--- src/rtl/usb_irq_pkg.sv ---
package usb_irq_pkg;

  // {dp,dm} line encoding
  typedef enum logic [1:0] {
    LS_SE0 = 2'b00,
    LS_K   = 2'b01,
    LS_J   = 2'b10,
    LS_SE1 = 2'b11
  } line_state_e;

  // register select
  localparam logic [1:0] ADDR_ENABLE = 2'd0;
  localparam logic [1:0] ADDR_STATUS = 2'd1;
  localparam logic [1:0] ADDR_RSTSTS = 2'd2;

  // bit positions shared by enable and status words
  localparam int unsigned B_TXDMA = 10;
  localparam int unsigned B_RXDMA = 9;
  localparam int unsigned B_BUSRST_EN = 8;
  localparam int unsigned B_LIVE_SUSP = 8;
  localparam int unsigned B_PHLINE = 6;
  localparam int unsigned B_SUSP = 1;
  localparam int unsigned B_RSM = 0;
  localparam int unsigned B_RSTFLAG = 4;

  localparam logic [15:0] ENABLE_IMPL = 16'h0743;

  typedef struct packed {
    logic bus_rst;
    logic susp;
    logic rsm;
  } bus_evt_t;

  typedef struct packed {
    logic tx;
    logic rx;
    logic bus_rst;
    logic susp;
    logic rsm;
  } flag_t;

endpackage

--- src/rtl/usb_line_sync.sv ---
module usb_line_sync
  import usb_irq_pkg::*;
#(
  parameter int unsigned STAGES = 2
) (
  input  logic        clk_i,
  input  logic        rst_ni,
  input  logic        dp_i,
  input  logic        dm_i,
  output line_state_e state_o
);

  logic [1:0] sr [STAGES];

  for (genvar g = 0; g < STAGES; g++) begin : g_stage
    if (g == 0) begin : g_first
      always_ff @(posedge clk_i or negedge rst_ni) begin
        if (!rst_ni) sr[g] <= LS_J;
        else         sr[g] <= {dp_i, dm_i};
      end
    end else begin : g_next
      always_ff @(posedge clk_i or negedge rst_ni) begin
        if (!rst_ni) sr[g] <= LS_J;
        else         sr[g] <= sr[g-1];
      end
    end
  end

  assign state_o = line_state_e'(sr[STAGES-1]);

endmodule

--- src/rtl/usb_bus_state_det.sv ---
module usb_bus_state_det
  import usb_irq_pkg::*;
#(
  parameter int unsigned SE0_CYCLES  = 120,
  parameter int unsigned IDLE_CYCLES = 144000
) (
  input  logic        clk_i,
  input  logic        rst_ni,
  input  line_state_e ls_i,
  output bus_evt_t    evt_o,
  output logic        susp_o
);

  localparam int unsigned SW = $clog2(SE0_CYCLES + 1);
  localparam int unsigned IW = $clog2(IDLE_CYCLES + 1);
  localparam logic [SW-1:0] SE0_LAST  = SW'(SE0_CYCLES - 1);
  localparam logic [SW-1:0] SE0_SAT   = SW'(SE0_CYCLES);
  localparam logic [IW-1:0] IDLE_LAST = IW'(IDLE_CYCLES - 1);
  localparam logic [IW-1:0] IDLE_SAT  = IW'(IDLE_CYCLES);

  line_state_e   prev_ls;
  logic [SW-1:0] se0_cnt;
  logic [IW-1:0] idle_cnt;
  logic          susp_q;
  logic          is_se0, is_j, is_k;

  assign is_se0 = (ls_i == LS_SE0);
  assign is_j   = (ls_i == LS_J);
  assign is_k   = (ls_i == LS_K);

  // single-cycle event pulses
  always_comb begin
    evt_o.bus_rst = is_se0 && (se0_cnt == SE0_LAST);
    evt_o.susp    = is_j && !susp_q && (idle_cnt == IDLE_LAST);
    evt_o.rsm     = susp_q && (prev_ls == LS_J) && is_k;
  end

  always_ff @(posedge clk_i or negedge rst_ni) begin
    if (!rst_ni) begin
      prev_ls <= LS_J;
    end else begin
      prev_ls <= ls_i;
    end
  end

  // consecutive SE0 samples, saturating
  always_ff @(posedge clk_i or negedge rst_ni) begin
    if (!rst_ni) begin
      se0_cnt <= '0;
    end else if (!is_se0) begin
      se0_cnt <= '0;
    end else if (se0_cnt != SE0_SAT) begin
      se0_cnt <= se0_cnt + 1'b1;
    end
  end

  // consecutive idle (J) samples while awake, saturating
  always_ff @(posedge clk_i or negedge rst_ni) begin
    if (!rst_ni) begin
      idle_cnt <= '0;
    end else if (!is_j || susp_q) begin
      idle_cnt <= '0;
    end else if (idle_cnt != IDLE_SAT) begin
      idle_cnt <= idle_cnt + 1'b1;
    end
  end

  always_ff @(posedge clk_i or negedge rst_ni) begin
    if (!rst_ni) begin
      susp_q <= 1'b0;
    end else if (evt_o.bus_rst || evt_o.rsm) begin
      susp_q <= 1'b0;
    end else if (evt_o.susp) begin
      susp_q <= 1'b1;
    end
  end

  assign susp_o = susp_q;

endmodule

--- src/rtl/usb_irq_regs.sv ---
module usb_irq_regs
  import usb_irq_pkg::*;
(
  input  logic        clk_i,
  input  logic        rst_ni,
  input  bus_evt_t    evt_i,
  input  logic        susp_live_i,
  input  logic        ph_irq_i,
  input  logic        tx_done_i,
  input  logic        rx_done_i,
  input  logic        reg_wr_i,
  input  logic [1:0]  reg_addr_i,
  input  logic [15:0] reg_wdata_i,
  output logic [15:0] reg_rdata_o,
  output logic        irq_o,
  output flag_t       flags_o,
  output logic [15:0] enable_o
);

  logic [15:0] enable_q;
  flag_t       flags_q, set_v, clr_v;
  logic        wr_stat, wr_rsts;

  assign wr_stat = reg_wr_i && (reg_addr_i == ADDR_STATUS);
  assign wr_rsts = reg_wr_i && (reg_addr_i == ADDR_RSTSTS);

  always_comb begin
    set_v.tx      = tx_done_i;
    set_v.rx      = rx_done_i;
    set_v.bus_rst = evt_i.bus_rst;
    set_v.susp    = evt_i.susp;
    set_v.rsm     = evt_i.rsm;
    clr_v.tx      = wr_stat && reg_wdata_i[B_TXDMA];
    clr_v.rx      = wr_stat && reg_wdata_i[B_RXDMA];
    clr_v.susp    = wr_stat && reg_wdata_i[B_SUSP];
    clr_v.rsm     = wr_stat && reg_wdata_i[B_RSM];
    clr_v.bus_rst = wr_rsts && reg_wdata_i[B_RSTFLAG];
  end

  always_ff @(posedge clk_i or negedge rst_ni) begin
    if (!rst_ni) begin
      enable_q <= '0;
      flags_q  <= '0;
    end else begin
      if (reg_wr_i && (reg_addr_i == ADDR_ENABLE)) begin
        enable_q <= reg_wdata_i & ENABLE_IMPL;
      end
      // a new event overrides a clear in the same cycle
      flags_q <= (flags_q & ~clr_v) | set_v;
    end
  end

  always_comb begin
    reg_rdata_o = '0;
    unique case (reg_addr_i)
      ADDR_ENABLE: reg_rdata_o = enable_q;
      ADDR_STATUS: begin
        reg_rdata_o[B_TXDMA]     = flags_q.tx;
        reg_rdata_o[B_RXDMA]     = flags_q.rx;
        reg_rdata_o[B_LIVE_SUSP] = susp_live_i;
        reg_rdata_o[B_PHLINE]    = ph_irq_i;
        reg_rdata_o[B_SUSP]      = flags_q.susp;
        reg_rdata_o[B_RSM]       = flags_q.rsm;
      end
      ADDR_RSTSTS: reg_rdata_o[B_RSTFLAG] = flags_q.bus_rst;
      default:     reg_rdata_o = '0;
    endcase
  end

  assign irq_o = (flags_q.tx      && enable_q[B_TXDMA])
              || (flags_q.rx      && enable_q[B_RXDMA])
              || (flags_q.bus_rst && enable_q[B_BUSRST_EN])
              || (ph_irq_i        && enable_q[B_PHLINE])
              || (flags_q.susp    && enable_q[B_SUSP])
              || (flags_q.rsm     && enable_q[B_RSM]);

  assign flags_o  = flags_q;
  assign enable_o = enable_q;

endmodule

--- src/rtl/usb_bus_irq_ctrl.sv ---
module usb_bus_irq_ctrl
  import usb_irq_pkg::*;
#(
  parameter int unsigned SYNC_STAGES = 2,
  parameter int unsigned SE0_CYCLES  = 120,
  parameter int unsigned IDLE_CYCLES = 144000
) (
  input  logic        clk_i,
  input  logic        rst_ni,
  input  logic        usb_dp_i,
  input  logic        usb_dm_i,
  input  logic        ph_irq_i,
  input  logic        tx_dma_done_i,
  input  logic        rx_dma_done_i,
  input  logic        reg_wr_i,
  input  logic [1:0]  reg_addr_i,
  input  logic [15:0] reg_wdata_i,
  output logic [15:0] reg_rdata_o,
  output logic        irq_o
);

  line_state_e line_ls;
  bus_evt_t    bus_evt;
  logic        susp_live;
  flag_t       flags;
  logic [15:0] enable_q;

  usb_line_sync #(.STAGES(SYNC_STAGES)) u_sync (
    .clk_i   (clk_i),
    .rst_ni  (rst_ni),
    .dp_i    (usb_dp_i),
    .dm_i    (usb_dm_i),
    .state_o (line_ls)
  );

  usb_bus_state_det #(
    .SE0_CYCLES  (SE0_CYCLES),
    .IDLE_CYCLES (IDLE_CYCLES)
  ) u_det (
    .clk_i  (clk_i),
    .rst_ni (rst_ni),
    .ls_i   (line_ls),
    .evt_o  (bus_evt),
    .susp_o (susp_live)
  );

  usb_irq_regs u_regs (
    .clk_i       (clk_i),
    .rst_ni      (rst_ni),
    .evt_i       (bus_evt),
    .susp_live_i (susp_live),
    .ph_irq_i    (ph_irq_i),
    .tx_done_i   (tx_dma_done_i),
    .rx_done_i   (rx_dma_done_i),
    .reg_wr_i    (reg_wr_i),
    .reg_addr_i  (reg_addr_i),
    .reg_wdata_i (reg_wdata_i),
    .reg_rdata_o (reg_rdata_o),
    .irq_o       (irq_o),
    .flags_o     (flags),
    .enable_o    (enable_q)
  );

endmodule

--- config.mk ---
export PLATFORM = sky130hd
export DESIGN_NAME = usb_bus_irq_ctrl
export DESIGN_NICKNAME = d
export VERILOG_FILES = /design/src/rtl/usb_irq_pkg.sv /design/src/rtl/usb_line_sync.sv /design/src/rtl/usb_bus_state_det.sv /design/src/rtl/usb_irq_regs.sv /design/src/rtl/usb_bus_irq_ctrl.sv
export SDC_FILE = /design/constraint.sdc
export NUM_CORES = 1
export LEC_CHECK = 0
export ABC_AREA = 1
export BUFFER_PORTS_ARGS = -buffer_cell sky130_fd_sc_hd__buf_2
export CORE_AREA = 2 2 87 55
export DETAILED_ROUTE_END_ITERATION = 12
export DIE_AREA = 0 0 89 57
export PLACE_DENSITY = 0.77
export RECOVER_POWER = 50
export SYNTH_ARGS = -nofsm -noshare
export SYNTH_HDL_FRONTEND = slang
export SYNTH_SLANG_ARGS = --single-unit
--- constraint.sdc ---
create_clock -name clk_i -period 1.5 [get_ports clk_i]
set_clock_uncertainty 0.15 [all_clocks]
set_input_delay 0.225 -clock clk_i [delete_from_list [all_inputs] [get_ports clk_i]]
set_output_delay 0.225 -clock clk_i [all_outputs]
set_load 0.01 [all_outputs]
== Word-level counts from Yosys, hierarchy flattened ==
Index checks and enable logic that the tools add are counted.
Storage, ports and cells
  output and inout port bits: 17
  bits in registers: 43
  memory bits (writable): 0
  memory bits (read-only): 0
  memories kept: 0
  bits in latches: 0
Cells by class
  multiplexer cells: 10
  reductions and logical operators: 32
  bitwise logic cells: 3
  eq/ne operators: 10
  $lt $le $gt $ge: 0
  add/sub/neg operators: 2
  shift-type cells: 0
  multipliers: 0
  div/mod/pow operators: 0
Operator list (count)
  $mux W18: 2
  $logic_and A1 B1 Y1: 19
  $add A18 B1 Y18 const B: 1
  $eq A18 B18 Y1 const B: 1
  $ne A18 B18 Y1 const B: 1
  $mux W7: 2
  $add A7 B1 Y7 const B: 1
  $eq A7 B7 Y1 const B: 1
  $logic_or A1 B1 Y1: 7
  $ne A7 B7 Y1 const B: 1
  $eq A2 B2 Y1 const B: 3
  $pmux W3 S2: 1
  $and A5 B5 Y5: 1
  $not A5 Y5: 1
  $or A5 B5 Y5: 1
  $eq A2 B1 Y1 const B: 2
  $logic_not A2 Y1: 2
  $pmux W2 S2: 1
  $reduce_bool A2 Y1: 2
  $mux W1: 3
  $logic_not A1 Y1: 2
  $ne A2 B2 Y1 const B: 1
  $pmux W1 S2: 1

== Longest topological paths before layout ==
  word-level depth: 6
  gate-level depth with buffers: 8
  mapped depth without buffers: 8

== Cells and area by module ==
Synthesis repeated with hierarchy kept, for this count alone.
Unflattened totals
  cell total of the unflattened synthesis: 322
  area, all modules: 2496.1 µm²
By module, submodules not included
  usb_bus_state_det: cells an instance 207, area each 1589.0 µm², times used 1
  usb_irq_regs: cells an instance 109, area each 789.5 µm², times used 1
  usb_line_sync: cells an instance 6, area each 117.6 µm², times used 1

== Least setup slack after synthesis ==
No wires, ideal clock.
  kind: register to register
  start: register u_det.idle_cnt[0]
  end: register u_det.idle_cnt[10]
  arrival time: 1.067 ns
  period minus slack after synthesis: 1.350 ns
  setup time: 0.133 ns
  slack: 0.150 ns
  path buffers: 0
  cell stages (with the launch flop): 7
  cells stage by stage: dfrtp_1 ha_1 nand3_2 nor2_4 nand2_1 xor2_1 nor2_1
Between the ends
  longest elaborated chain between the ends: 3
  elaborated cells on any way between the ends: 5
  classes of those cells: add/sub: 1; eq/ne: 1; mux: 2; reduce/logical: 1
RTL lines
  start: declaration: RTL line usb_bus_state_det.sv:23  | logic [IW-1:0] idle_cnt;
  start signal: assignment: RTL line usb_bus_state_det.sv:64  | idle_cnt <= idle_cnt + 1'b1;
  $add A18 B1 Y18: RTL line usb_bus_state_det.sv:64
  $mux W18: RTL line usb_bus_state_det.sv:63  | end else if (idle_cnt != IDLE_SAT) begin
  $mux W18: RTL line usb_bus_state_det.sv:61  | end else if (!is_j || susp_q) begin
Parallel ways exist; a longest one is shown, timed or not. The select of a mux whose other input is x is not followed.
A chain may end at the register's enable or synchronous reset.

== Final worst setup path ==
  start: register u_regs.enable_q[9] (netlist: u_regs.enable_o[9])
  end: output irq_o
Between the ends
  longest elaborated chain between the ends: 6
RTL lines
  start: declaration: RTL line usb_irq_regs.sv:20  | logic [15:0] enable_q;
  start signal: assignment: RTL line usb_irq_regs.sv:46  | enable_q <= reg_wdata_i & ENABLE_IMPL;
  $logic_and A1 B1 Y1: RTL line usb_irq_regs.sv:71  | || (flags_q.rx && enable_q[B_RXDMA])
  $logic_or A1 B1 Y1: RTL line usb_irq_regs.sv:71
  $logic_or A1 B1 Y1: RTL line usb_irq_regs.sv:72  | || (flags_q.bus_rst && enable_q[B_BUSRST_EN])
  $logic_or A1 B1 Y1: RTL line usb_irq_regs.sv:73  | || (ph_irq_i && enable_q[B_PHLINE])
  $logic_or A1 B1 Y1: RTL line usb_irq_regs.sv:74  | || (flags_q.susp && enable_q[B_SUSP])
  $logic_or A1 B1 Y1: RTL line usb_irq_regs.sv:75  | || (flags_q.rsm && enable_q[B_RSM]);
  end: declaration: RTL line usb_bus_irq_ctrl.sv:19  | output logic irq_o
No other way between the ends.

==> metrics.yaml <==
timing:
  setup_viol: 5
  slew_headroom: 0.490
  tightestPinTransition_ps: 765
  fin_worst_hold_slack_ps: 35.3
  rsz0062_at_grt: "yes"
  fmax_mhz: 625
  period_share: 1.07
  finalHoldViolCount: 0
  period_minus_slack_ps: 1600
  setup_slack_ps: -99.0
  fin_tns_setup_ps: -134
  slew_viol_final: 0
placement:
  hpwlAfterDp_um: 3620
  dpl_cell_area_um2: 2490
  port_buffers: 24
  pre_cts_ws_ps: -23.0
  gp_congestion: 0.836
synth:
  synth-seq-cells: 43
  yosysSeqAreaShare: 0.472
  synth_top_cell_by_area: "dfrtp_1"
  ys_types: 32
  yosys_warnings: 0
  synth_area_um2: 2290
  synth_top_area_share: 0.437
  synth_area_leaders: "dfrtp_1, nand2_1, nor2_1, inv_1, nand3_1"
  synthCells: 285
  syn_avg_cell_area_um2: 8.03
power_and_ir_drop:
  power.clock.fraction: 0.376
  seq_power_share: 0.513
  power_density_nw_per_um2: 847
  internal-power_w: 0.00183
  p_leak_nw: 1.27
  switching_share: 0.248
  total_power_w: 0.00243
  switchingPower_w: 0.000601
  ir_worst_vdd_v: 0.000681
  combPwrFrac: 0.111
worst_setup_path:
  worst_setup_path_start_kind: "flop"
  reg2reg_depth: 7
  endpoint_kind: "output pin"
  reg2reg_slack_ps: 0
  critPathArrivalTime_ps: 1220
  cp_max_fo: 2
  r2r_end: "u_det.idle_cnt[14]"
  rr_startpoint: "u_det.idle_cnt[1]"
  startpoint: "u_regs.enable_o[9]"
  critPathRequiredTime_ps: 1120
  critPathKind: "reg -> out"
flow_run:
  maxCapViolations: 0
clock_tree:
  clock_latency_ps: 300
  cts_htree_levels: 2
  clockBufferDepth: 2
  clk_pin_slew_ps: 80
  cts_buffers: 5
  cts_tree: "done"
  cts_sinks: 43
  cts_root_buffer: "clkbuf_8"
routing:
  viasPerCell: 5.05
  drcViolationCount: 0
  first_pass_iters: 5
  wl_met3_um: 284
  wl_per_cell_um: 13.1
  via_count: 2031
  highest_layer: "met4"
  drtAntennaViolNets: 0
  drt_iter0_drc: 107
  route.met2.wl_um: 2330
  met1Wirelength_um: 2580
  wl_um: 5260
global_route:
  track_usage: 0.214
  grt_overflow_total: 0
  grt_pass1_wl_um: 8310
  antenna_found_initial: 0
  grt_max_degree: 32
  grt_pass1_vias: 1782
floorplanning:
  ioPinCount: 43
  chipHeight_um: 57
  initial_utilization: 0.523
  dieWidth_um: 89
  dieArea_um2: 5070
  core-area_um2: 4370
  placementRows: 19
layout:
  layout_common_cells: "nand2_1, nor2_1, dfrtp_1, inv_1, buf_2"
  syn_to_final_growth_pct: 25.3
  nets: 368
  layout-drive-gt1-share: 0.274
  layout_commonest_cell: "nand2_1"
  antenna_cells: 0
  finish.instance_area_um2: 2870
hold_path:
  hp-class: "in -> reg"
  min_from: "reg_wdata_i[1]"
  hold_end: "u_regs.enable_o[1]"
  whs_path_depth: 3
run_status:
  violations: "negative setup slack"
  outcome: "complete, but fails checks"
==> area by class of cell <==
| type | count | area [um2] |
|---|---|---|
| sequential | 43 | 1080 |
| tap | 63 | 78.8 |
| timing repair inverter | 1 | 5.00 |
| timing repair buffer | 47 | 328 |
| fill | 380 | 1510 |
| inverter | 32 | 120 |
| clock inverter | 3 | 43.8 |
| multi-input combinational | 208 | 1140 |
| clock buffer | 5 | 68.8 |
==> state kept, by name, summed over array words and instances (netlist names) <==
| name | flops |
|---|---|
| u_det.prev_ls | 2 |
| u_det.susp_o | 1 |
| u_det.idle_cnt | 18 |
| u_regs.flags_o | 5 |
| u_regs.enable_o | 6 |
| u_sync.state_o | 2 |
| u_det.se0_cnt | 7 |
| u_sync.sr | 2 |
==> Yosys cell counts <==
master / instances
nand3b_1: 1
or2_0: 1
clkinv_1: 1
nand3_1: 19
nand2_1: 63
xor2_1: 4
inv_1: 30
o21ai_1: 2
inv_2: 1
ha_1: 4
nor2_2: 2
nor2_1: 43
nor3_1: 5
buf_4: 9
o21bai_1: 1
or2_2: 1
dfstp_2: 3
a31oi_1: 1
mux2_2: 2
o21ai_0: 14
and2_1: 2
nand2_2: 5
conb_1: 1
a21oi_1: 10
nor3_2: 2
nand4_1: 6
nor2_4: 5
a22o_1: 4
nand3_2: 1
dfrtp_1: 40
clkbuf_1: 1
a221oi_1: 1
==> stage by stage <==
step	util	std cells
after floorplan	-	293
after global placement	0.569	374
after detailed placement	0.569	374
after CTS	0.623	394
after global routing	0.656	402
final	0.656	402
==> cell families (layout without fill, tap and decap cells) <==
logic type | after synthesis | count (layout) | synth area share
other cells | 1 | 9 | 0.00164
flops | 43 | 43 | 0.472
compound gates | 33 | 33 | 0.0820
simple gates | 156 | 156 | 0.314
buf+inv | 42 | 88 | 0.0836
xor+xnor | 4 | 4 | 0.0153
mux | 2 | 2 | 0.00984
fa+ha+maj | 4 | 4 | 0.0219
==> timing repair <==
| action | CTS | global route |
|---|---|---|
| setup endpoints to repair | 5 | 17 |
| cloned | 0 | 1 |
| hold buffers | 7 | 0 |
| pin swaps | 1 | 15 |
| hold endpoints to repair | 46 | 0 |
| resized for setup | 3 | 34 |
| setup buffers | 5 | 7 |
==> worst max-delay path: stages, from the launching register on <==
cell	delay (ps)
dfrtp_1	380
nand2_1	80
nand2_2	60
a221oi_2	170
nand3_1	90
buf_2	140
==> routing by layer <==
metal / GRT usage / vias to the layer above
met5: 0 / -
met2: 0.303 / 64
met4: 0.0576 / 0
met1: 0.331 / 956
met3: 0.0492 / 7
li1: - / 1004
==> worst max path at each step <==
stage	to	slack (ps)	cells past startpoint
finish	irq_o	-100	5
global route	irq_o	-200	5
CTS	irq_o	-100	5
detailed placement	u_det.idle_cnt[10]	-20	6
global placement	u_det.idle_cnt[10]	20	6
floorplan	u_det.idle_cnt[10]	150	6
==> power groups by stage <==
stage	clock network [W]	logic, W	registers (W)
detailed placement	0	0.000215	0.00127
finish	0.000913	0.000270	0.00125
CTS	0.000926	0.000253	0.00124
global placement	0	0.000209	0.00126
global route	0.000978	0.000306	0.00125
floorplan	0	0.000134	0.00126
Power figures use the tool's default switching activity.
